--- src/rtl/snv_pkg.sv ---
package snv_pkg;
    localparam int ADDR_W  = 4;
    localparam int DATA_W  = 16;
    localparam int OPC_W   = 3;
    localparam int INSTR_W = 1 + ADDR_W + OPC_W;

    typedef enum logic [2:0] {
        ST_HUNT, ST_INSTR, ST_RBIT8, ST_RFALL, ST_RDATA, ST_WDATA, ST_DONE
    } state_e;

    typedef enum logic [2:0] {
        OP_WRDS  = 3'b000,
        OP_STORE = 3'b001,
        OP_RSVD  = 3'b010,
        OP_WRITE = 3'b011,
        OP_WREN  = 3'b100,
        OP_RCL   = 3'b101,
        OP_RD0   = 3'b110,
        OP_RD1   = 3'b111
    } opcode_e;

    typedef struct packed {
        logic store;
        logic recall;
        logic wren;
        logic wrds;
    } req_t;

    // The two upper opcode bits alone identify a read.
    function automatic logic op_is_read(input logic [1:0] upper);
        return upper == 2'b11;
    endfunction
endpackage

--- src/rtl/snv_sync.sv ---
module snv_sync #(
    parameter int STAGES = 2
) (
    input  logic clk,
    input  logic rst,
    input  logic ce,
    input  logic sk,
    input  logic di,
    output logic ce_s,
    output logic di_s,
    output logic sk_rise,
    output logic sk_fall
);
    logic [STAGES-1:0] ce_q, di_q, sk_q;
    logic              sk_d;

    always_ff @(posedge clk) begin
        if (rst) begin
            ce_q <= '0;
            di_q <= '0;
            sk_q <= '0;
            sk_d <= 1'b0;
        end else begin
            ce_q <= {ce_q[STAGES-2:0], ce};
            di_q <= {di_q[STAGES-2:0], di};
            sk_q <= {sk_q[STAGES-2:0], sk};
            sk_d <= sk_q[STAGES-1];
        end
    end

    assign ce_s    = ce_q[STAGES-1];
    assign di_s    = di_q[STAGES-1];
    assign sk_rise = sk_q[STAGES-1] & ~sk_d;
    assign sk_fall = ~sk_q[STAGES-1] & sk_d;
endmodule

--- src/rtl/snv_ram.sv ---
module snv_ram #(
    parameter int AW = 4,
    parameter int DW = 16
) (
    input  logic          clk,
    input  logic          we,
    input  logic [AW-1:0] waddr,
    input  logic [DW-1:0] wdata,
    input  logic [AW-1:0] raddr,
    output logic [DW-1:0] rdata
);
    localparam int DEPTH = 1 << AW;
    logic [DW-1:0] mem [DEPTH];

    always_ff @(posedge clk) begin
        if (we) mem[waddr] <= wdata;
    end

    assign rdata = mem[raddr];
endmodule

--- src/rtl/snv_serial_if.sv ---
module snv_serial_if
    import snv_pkg::*;
#(
    parameter int SYNC_STAGES = 2
) (
    input  logic clk,
    input  logic rst,
    input  logic ce,
    input  logic sk,
    input  logic di,
    input  logic write_permit,
    input  logic busy,
    output logic dout,
    output logic dout_en,
    output logic req_store,
    output logic req_recall,
    output logic req_wren,
    output logic req_wrds
);
    localparam int CNT_W = $clog2(INSTR_W + 1);
    localparam int POS_W = $clog2(DATA_W);

    logic ce_s, di_s, sk_rise, sk_fall;

    snv_sync #(.STAGES(SYNC_STAGES)) u_sync (
        .clk(clk), .rst(rst), .ce(ce), .sk(sk), .di(di),
        .ce_s(ce_s), .di_s(di_s), .sk_rise(sk_rise), .sk_fall(sk_fall)
    );

    state_e              state;
    logic [INSTR_W-2:0]  instr;
    logic [INSTR_W-1:0]  shifted;
    logic [CNT_W-1:0]    cnt;
    logic [DATA_W-1:0]   rword, wbuf;
    logic [POS_W-1:0]    rpos, wpos;
    logic [ADDR_W-1:0]   waddr, raddr;
    logic [DATA_W-1:0]   ram_rdata;
    logic                ram_we;
    req_t                req;
    logic                at_bit7, at_bit8;

    assign shifted = {instr, di_s};
    assign at_bit7 = (cnt == CNT_W'(INSTR_W - 2));
    assign at_bit8 = (cnt == CNT_W'(INSTR_W - 1));
    assign raddr   = at_bit7 ? shifted[OPC_W-1 +: ADDR_W] : shifted[OPC_W +: ADDR_W];
    // Commit happens in the cycle that chip select is seen low.
    assign ram_we  = !ce_s && (state == ST_WDATA) && write_permit && !busy;

    snv_ram #(.AW(ADDR_W), .DW(DATA_W)) u_ram (
        .clk(clk), .we(ram_we), .waddr(waddr), .wdata(wbuf),
        .raddr(raddr), .rdata(ram_rdata)
    );

    always_ff @(posedge clk) begin
        if (rst) begin
            state   <= ST_HUNT;
            instr   <= '0;
            cnt     <= '0;
            rword   <= '0;
            wbuf    <= '0;
            rpos    <= '0;
            wpos    <= '0;
            waddr   <= '0;
            dout    <= 1'b0;
            dout_en <= 1'b0;
            req     <= '0;
        end else begin
            req <= '0;
            if (!ce_s) begin
                state   <= ST_HUNT;
                instr   <= '0;
                cnt     <= '0;
                dout    <= 1'b0;
                dout_en <= 1'b0;
            end else begin
                unique case (state)
                    ST_HUNT: if (sk_rise && di_s && !busy) begin
                        instr <= (INSTR_W-1)'(1);
                        cnt   <= CNT_W'(1);
                        state <= ST_INSTR;
                    end
                    ST_INSTR: if (sk_rise) begin
                        instr <= shifted[INSTR_W-2:0];
                        cnt   <= cnt + CNT_W'(1);
                        if (at_bit7 && op_is_read(shifted[1:0])) begin
                            rword <= ram_rdata;
                            state <= busy ? ST_DONE : ST_RBIT8;
                        end else if (at_bit8) begin
                            state <= ST_DONE;
                            if (shifted[INSTR_W-1] && !busy) begin
                                unique case (opcode_e'(shifted[OPC_W-1:0]))
                                    OP_WRDS:  req.wrds   <= 1'b1;
                                    OP_STORE: req.store  <= 1'b1;
                                    OP_WREN:  req.wren   <= 1'b1;
                                    OP_RCL:   req.recall <= 1'b1;
                                    OP_WRITE: begin
                                        wbuf  <= ram_rdata;
                                        waddr <= shifted[OPC_W +: ADDR_W];
                                        wpos  <= '0;
                                        state <= ST_WDATA;
                                    end
                                    default: ;
                                endcase
                            end
                        end
                    end
                    ST_RBIT8: if (sk_rise) state <= ST_RFALL;
                    ST_RFALL: if (sk_fall) begin
                        dout    <= rword[0];
                        dout_en <= 1'b1;
                        rpos    <= POS_W'(1);
                        state   <= ST_RDATA;
                    end
                    ST_RDATA: if (sk_rise) begin
                        dout <= rword[rpos];
                        rpos <= rpos + POS_W'(1);
                    end
                    ST_WDATA: if (sk_rise) begin
                        wbuf[wpos] <= di_s;
                        wpos       <= wpos + POS_W'(1);
                    end
                    default: ;
                endcase
            end
        end
    end

    assign req_store  = req.store;
    assign req_recall = req.recall;
    assign req_wren   = req.wren;
    assign req_wrds   = req.wrds;
endmodule

--- config.mk ---
export PLATFORM = sky130hd
export DESIGN_NAME = snv_serial_if
export DESIGN_NICKNAME = d
export VERILOG_FILES = /design/src/rtl/snv_pkg.sv /design/src/rtl/snv_sync.sv /design/src/rtl/snv_ram.sv /design/src/rtl/snv_serial_if.sv
export SDC_FILE = /design/constraint.sdc
export NUM_CORES = 1
export LEC_CHECK = 0
export BUFFER_PORTS_ARGS = -buffer_cell sky130_fd_sc_hd__buf_2
export CELL_PAD_IN_SITES_DETAIL_PLACEMENT = 1
export CELL_PAD_IN_SITES_GLOBAL_PLACEMENT = 2
export CORE_MARGIN = 2
export CORE_UTILIZATION = 49
export CTS_BUF_LIST = sky130_fd_sc_hd__clkbuf_16
export DETAILED_ROUTE_END_ITERATION = 10
export PLACE_DENSITY_LB_ADDON = 0.1
export SETUP_SLACK_MARGIN = 0.4
export SYNTH_ARGS = -nofsm -noshare
export SYNTH_HDL_FRONTEND = slang
export SYNTH_SLANG_ARGS = --single-unit
--- constraint.sdc ---
create_clock -name clk -period 5.3 [get_ports clk]
set_clock_uncertainty 0.15 [all_clocks]
set_input_delay 0 -clock clk [delete_from_list [all_inputs] [get_ports clk]]
set_output_delay 0 -clock clk [all_outputs]
set_load 0.05 [all_outputs]
# Yosys cells after proc, flatten, opt, wreduce, memory -nomap -nowiden
# Memories as Yosys holds them, arrays and structs flattened.
# Cells that the tools add are included.
# word_totals
reg_bits	71
mem_bits_rw	256
in_bits	7
out_inout_bits	6
elab_cells	132
memories	1
# mem_list
memory	words	width	read_ports	rd_ports_with_merged_regs	wr	line	source
u_ram.mem	16	16	1	0	1	snv_ram.sv:13	logic [DW-1:0] mem [DEPTH];
# op_classes
addsub	3
magnitude_cmp	3
eq_ne	23
muxes	48
bitwise_logic	10
reduce_logical	26
# ops
op	count
two-way mux 16 bit	6
two-way mux 4 bit	11
case mux 16 bit (2 select lines)	1
case mux 4 bit (2 select lines)	3
two-way mux 3 bit	7
inequality test 2 bit (second input constant)	9
bitwise mux 16 bit	1
two-way mux 7 bit	2
case mux 7 bit (2 select lines)	1
adder 4 x 1 -> 4 bit (second input constant)	3
== test 3 bit (second input constant)	4
case mux 3 bit (4 select lines)	1
< comparator 4 x 5 -> 1 bit (second input constant)	2
two-way mux 1 bit	10
== test 3 x 2 -> 1 bit (second input constant)	3
== test 4 x 3 -> 1 bit (second input constant)	2
logical AND 1 bit	8
NOT 1 bit	8
AND reduction 4 bit	2
AND reduction 8 bit	1
AND reduction 7 bit	1
OR reduction 7 bit	1
== test 3 x 1 -> 1 bit (second input constant)	2
logical NOT 3 bit	2
other kinds (16)	22

# Logic depth before layout (Yosys ltp)
# An unclocked memory read counts as a cell.
# logic_depth
depth_word	9
mapped_depth	11
ltp_nobuf	8

# Cells and area by module
# A second synthesis with hierarchy kept.
# hier_totals
hier_cells	835
hier_area_um2	13471.7
# by_module_without_submodules
mod	n_inst	cells_per_inst	area_each_um2	seq_area_each_um2
snv_ram	1	416	9721.8	7687.4
snv_serial_if	1	403	3553.4	1281.2
snv_sync	1	16	196.4	140.1

# Least setup slack after synthesis
# OpenSTA, ideal clock, no wires.
# synth_timing
kind	flip-flop to flip-flop
from	reg state[2]
to	mem u_ram.mem[0][0], enable pin
setup_time_ns	0.409
t_arrival_ns	2.587
required_ns	4.741
path_slack_ns	2.154
stages_incl_launch_ff	7
path_buffers	2
period_less_slack_ns	3.146
path_cell_list	dfxtp_1 -> buf_1 -> and2_1 -> buf_2 -> nand3_1 -> or3_1 -> nor3_1
# synth_between
elab_chain_cells	6
# synth_lines
element	line	source
from (decl)	snv_serial_if.sv:30	state_e state;
from (signal assigned)	snv_serial_if.sv:87	state <= busy ? ST_DONE : ST_RBIT8;
== test 3 bit	snv_serial_if.sv:47	assign ram_we = !ce_s && (state == ST_WDATA) && write_permit && !busy;
logical AND 1 bit (3 in a row)	snv_serial_if.sv:47	
two-way mux 1 bit	snv_ram.sv:16	if (we) mem[waddr] <= wdata;
two-way mux 1 bit (not written as such)	snv_ram.sv:16	
to (decl)	snv_ram.sv:13	
# Every way passes these cells.

# Worst setup path in the final report
# layout_timing
from	reg cnt[0]
to	reg wbuf[4]
# layout_between
elab_chain_cells	9
word_cells_on_any_way	14
classes_between	4 x eq/ne; 7 x mux; 2 x reduce/logical; 1 x memory
# layout_lines
element	line	source
from (decl)	snv_serial_if.sv:33	logic [CNT_W-1:0] cnt;
from (signal assigned)	snv_serial_if.sv:84	cnt <= cnt + CNT_W'(1);
== test 4 x 3 -> 1 bit	snv_serial_if.sv:43	assign at_bit7 = (cnt == CNT_W'(INSTR_W - 2));
two-way mux 4 bit	snv_serial_if.sv:45	assign raddr = at_bit7 ? shifted[OPC_W-1 +: ADDR_W] : shifted[OPC_W +: ADDR_W];
memory (16 x 16 bit)	n/a	
two-way mux 16 bit	snv_serial_if.sv:91	unique case (opcode_e'(shifted[OPC_W-1:0]))
two-way mux 16 bit	snv_serial_if.sv:90	if (shifted[INSTR_W-1] && !busy) begin
two-way mux 16 bit	snv_serial_if.sv:88	end else if (at_bit8) begin
two-way mux 16 bit	snv_serial_if.sv:85	if (at_bit7 && op_is_read(shifted[1:0])) begin
two-way mux 16 bit	snv_serial_if.sv:82	ST_INSTR: if (sk_rise) begin
case mux 16 bit (2 select lines)	snv_serial_if.sv:76	unique case (state)
to (signal assigned)	snv_serial_if.sv:97	wbuf <= ram_rdata;
to (signal, indexed assignment)	snv_serial_if.sv:119	wbuf[wpos] <= di_s;
to (decl)	snv_serial_if.sv:34	logic [DATA_W-1:0] rword, wbuf;
# Several ways; a longest one is shown, not always the timed one. The select of a mux whose other input is x is not followed.
# A chain may end at the register's enable or synchronous reset.

==> flow_metrics.env <==
export IMPL_status="completed"
export IMPL_worstPathRequired_ps=5590
export IMPL_worstReg2RegStart="cnt[0]"
export IMPL_period_minus_slack_ps=3691
export IMPL_clock_sinks=327
export IMPL_fin_area_um2=17020
export IMPL_place_area_um2=15740
export IMPL_max_slew_margin_rel_pct=15.03
export IMPL_clk_latency_ps=520
export IMPL_cts_buffer_depth=3
export IMPL_hold_viol=0
export IMPL_synth_simple_gate_area_share_pct=9.523
export IMPL_cts_tree="done"
export IMPL_critPathLaunch="cnt[0]"
export IMPL_ys_ff_latch=327
export IMPL_worst_setup_path_start_kind="flip-flop"
export IMPL_drcViolationCount=0
export IMPL_hpwl_um=26780
export IMPL_fin_setup_tns_ps=0
export IMPL_synth_edf_count=256
export IMPL_worstPathArrival_ps=3980
export IMPL_areaGrowthSynthToFinish_pct=11.17
export IMPL_drtPass1Iterations=5
export IMPL_path_cells="inv_1 -> ha_1 -> nand3b_4 -> buf_4 -> a21o_1 -> buf_4 -> nand2_1 -> a211oi_1 -> a21oi_1 -> a221oi_2"
export IMPL_min_path_cells=4
export IMPL_critical_path_max_stage_delay_ps=690
export IMPL_grt_pass1_vias=10830
export IMPL_post_cts_resized=0
export IMPL_ir_drop_uv=296.7
export IMPL_drt_iter0_drc=861
export IMPL_ys_flop_type="edfxtp_1"
export IMPL_crit_path_frequent_cell="buf_4"
export IMPL_nNetsFinal=1223
export IMPL_antenna_cells=0
export IMPL_tightest_slew_ps=1250
export IMPL_synthTopCellsByCount="256 x edfxtp_1, 228 x mux2i_1, 120 x a21oi_1"
export IMPL_critPathKind="reg2reg"
export IMPL_die_h_um=180.7
export IMPL_synth_largest_area_cell="edfxtp_1"
export IMPL_ios=13
export IMPL_synth_compound_area_share_pct=10.23
export IMPL_powerDensity_nw_per_um2=310.7
export IMPL_ant_nets=0
export IMPL_rsz0062_at_grt="no"
export IMPL_async_flop_share_pct=0
export IMPL_power_mw=5.287
export IMPL_yosys_warnings=0
export IMPL_power_leakage_nw=4.891
export IMPL_cts_clk_slew_worst_paths_ps=60
export IMPL_synth_nets=1222
export IMPL_initial_core_util_pct=49.91
export IMPL_dr_total_vias=10340
export IMPL_grt_pass1_wl_um=66760
export IMPL_die_area_um2=32670
export IMPL_yosysSeqAreaShare_pct=59.51
export IMPL_setup_violations_final=0
export IMPL_synth_distinct_cells=62
export IMPL_synth_cells=1208
export IMPL_vias_per_cell=6.325
export IMPL_synth_top_family_by_area="multiplexers"
export IMPL_synth_avg_cell_area_um2=12.67
export IMPL_core_area_um2=30670
export IMPL_wl_per_cell_um=26.98
export IMPL_cp_max_fo=22
export IMPL_worst_slack_ps=1609
export IMPL_cts_buffers_inserted=37
export IMPL_maxCapViolations=0
export IMPL_grt_total_usage_pct=27.06
export IMPL_antenna_found_initial=0
export IMPL_floorplan_rows=64
export IMPL_synthXorXnorAreaFrac_pct=0.1144
export IMPL_routed_wl_um=44090
export IMPL_min_from="write_permit"
export IMPL_placed_cells=1558
export IMPL_grt_overflow=0
export IMPL_synth_area_mux_share_pct=16.80
export IMPL_synthAdderAreaFrac_pct=0.5722
export IMPL_fmax_mhz=270.9
export IMPL_drive_gt1_share_pct=12.20
export IMPL_cts_root_buf="clkbuf_16"
export IMPL_fin_cells=1634
export IMPL_synth_area_um2=15310
export IMPL_synthTopCellsByArea="edfxtp_1 50%, mux2i_1 15%, dfxtp_1 9.3%"
export IMPL_drv_slew=0
export IMPL_preCtsSetupSlack_ps=1598
export IMPL_die_w_um=180.7
export IMPL_reg2reg_depth=10
export IMPL_end_kind="flip-flop"
export IMPL_io_buffers=12
export IMPL_synth_most_common_cell="edfxtp_1"
export IMPL_fin_crit_sh_pct=69.64
export IMPL_cts_max_level=2
export IMPL_gp_congestion=0.7947
export IMPL_grt_max_degree=54
export IMPL_hold_path_class="in2reg"
export IMPL_crit_slowest_cell="a21o_1"
export IMPL_yosys_area_top_type_share_pct=50.22
## layout by cell type, fill, tap and decap left out, types with 12 or more instances in the layout
| cell | instances |
|---|---|
| a221oi_1 | 27 |
| o22ai_1 | 16 |
| mux2i_1 | 226 |
| buf_4 | 34 |
| nand3_1 | 13 |
| nand2_1 | 69 |
| a211oi_1 | 27 |
| nor2_1 | 66 |
| inv_1 | 13 |
| nor2b_1 | 30 |
| a21oi_1 | 118 |
| dfxtp_1 | 69 |
| o21bai_1 | 15 |
| edfxtp_1 | 256 |
| buf_2 | 12 |
| nor3_1 | 37 |
| clkbuf_16 | 39 |
| nor4_1 | 14 |
## worst max-delay path, delay by kind of cell, from the launching register on
| family | cells | cell delay [ps] |
|---|---|---|
| AO/OA/AOI/OAI | 4 | 1470 |
| buffers and inverters | 3 | 780 |
| AND/OR/NAND/NOR | 2 | 470 |
| flip-flops | 1 | 410 |
| adder cells (fa/ha/maj) | 1 | 290 |
## cells by family after synthesis
| family | count (synthesis) |
|---|---|
| buffers and inverters | 98 |
| XOR/XNOR | 2 |
| multiplexers | 242 |
| AND/OR/NAND/NOR | 290 |
| AO/OA/AOI/OAI | 242 |
| flip-flops | 327 |
| adder cells (fa/ha/maj) | 7 |
## path summary, 6_finish.rpt
path	to	slack (ps)
setup / recovery	wbuf[4]	1610
hold / removal	u_ram.mem[0][9]	80
setup reg to reg	wbuf[4]	1610
hold reg to reg	u_sync.di_q[1]	280
## per-stage QoR
step	hold WS (ps)	util, %
4_1_cts	66.22	55.49
2_1_floorplan	-21.82	-
3_5_place_dp	72.80	51.31
5_1_grt	89.97	55.49
3_3_place_gp	58.04	51.31
6_report	82.81	55.49
## state kept, by name (all words and copies together), names as in the netlist, 3 cells and up
signal and count:
instr 7, u_ram.mem 256, rpos 4, rword 16, wpos 4, cnt 4
wbuf 16, waddr 4, state 3
## power by group
group | leakage (nW) | internal [mW] | total, mW | switching (mW)
Sequential | 2.48 | 2.73 | 2.73 | 0.00304
Combinational | 1.78 | 0.0111 | 0.0244 | 0.0134
Clock | 0.625 | 1.48 | 2.53 | 1.05
## layout make-up
| class | instances | area (µm²) |
|---|---|---|
| multi-input cells | 783 | 5787 |
| clock buffers | 39 | 975.9 |
| clock inverters | 29 | 225.2 |
| fillers | 3051 | 13650 |
| flip-flops and latches | 327 | 9116 |
| repair buffers | 54 | 395.4 |
| inverters | 6 | 22.52 |
| well taps | 396 | 495.5 |
## repair_timing
item	in CTS	in global routing
hold buffers	8	0
hold endpoints to repair	24	0
setup buffers	0	0
## routing by layer
layer / routed length [µm] / part of all wire, % / track usage (%) / up-vias
li1: - / - / - / 4634
met1: 19280 / 44 / 37.08 / 5314
met2: 21030 / 48 / 44.29 / 310
met3: 2395 / 5.4 / 4.031 / 77
met4: 1383 / 3.1 / 9.194 / 0
met5: 0 / 0 / 0 / -
No activity file was read; power rests on OpenSTA's default activity.
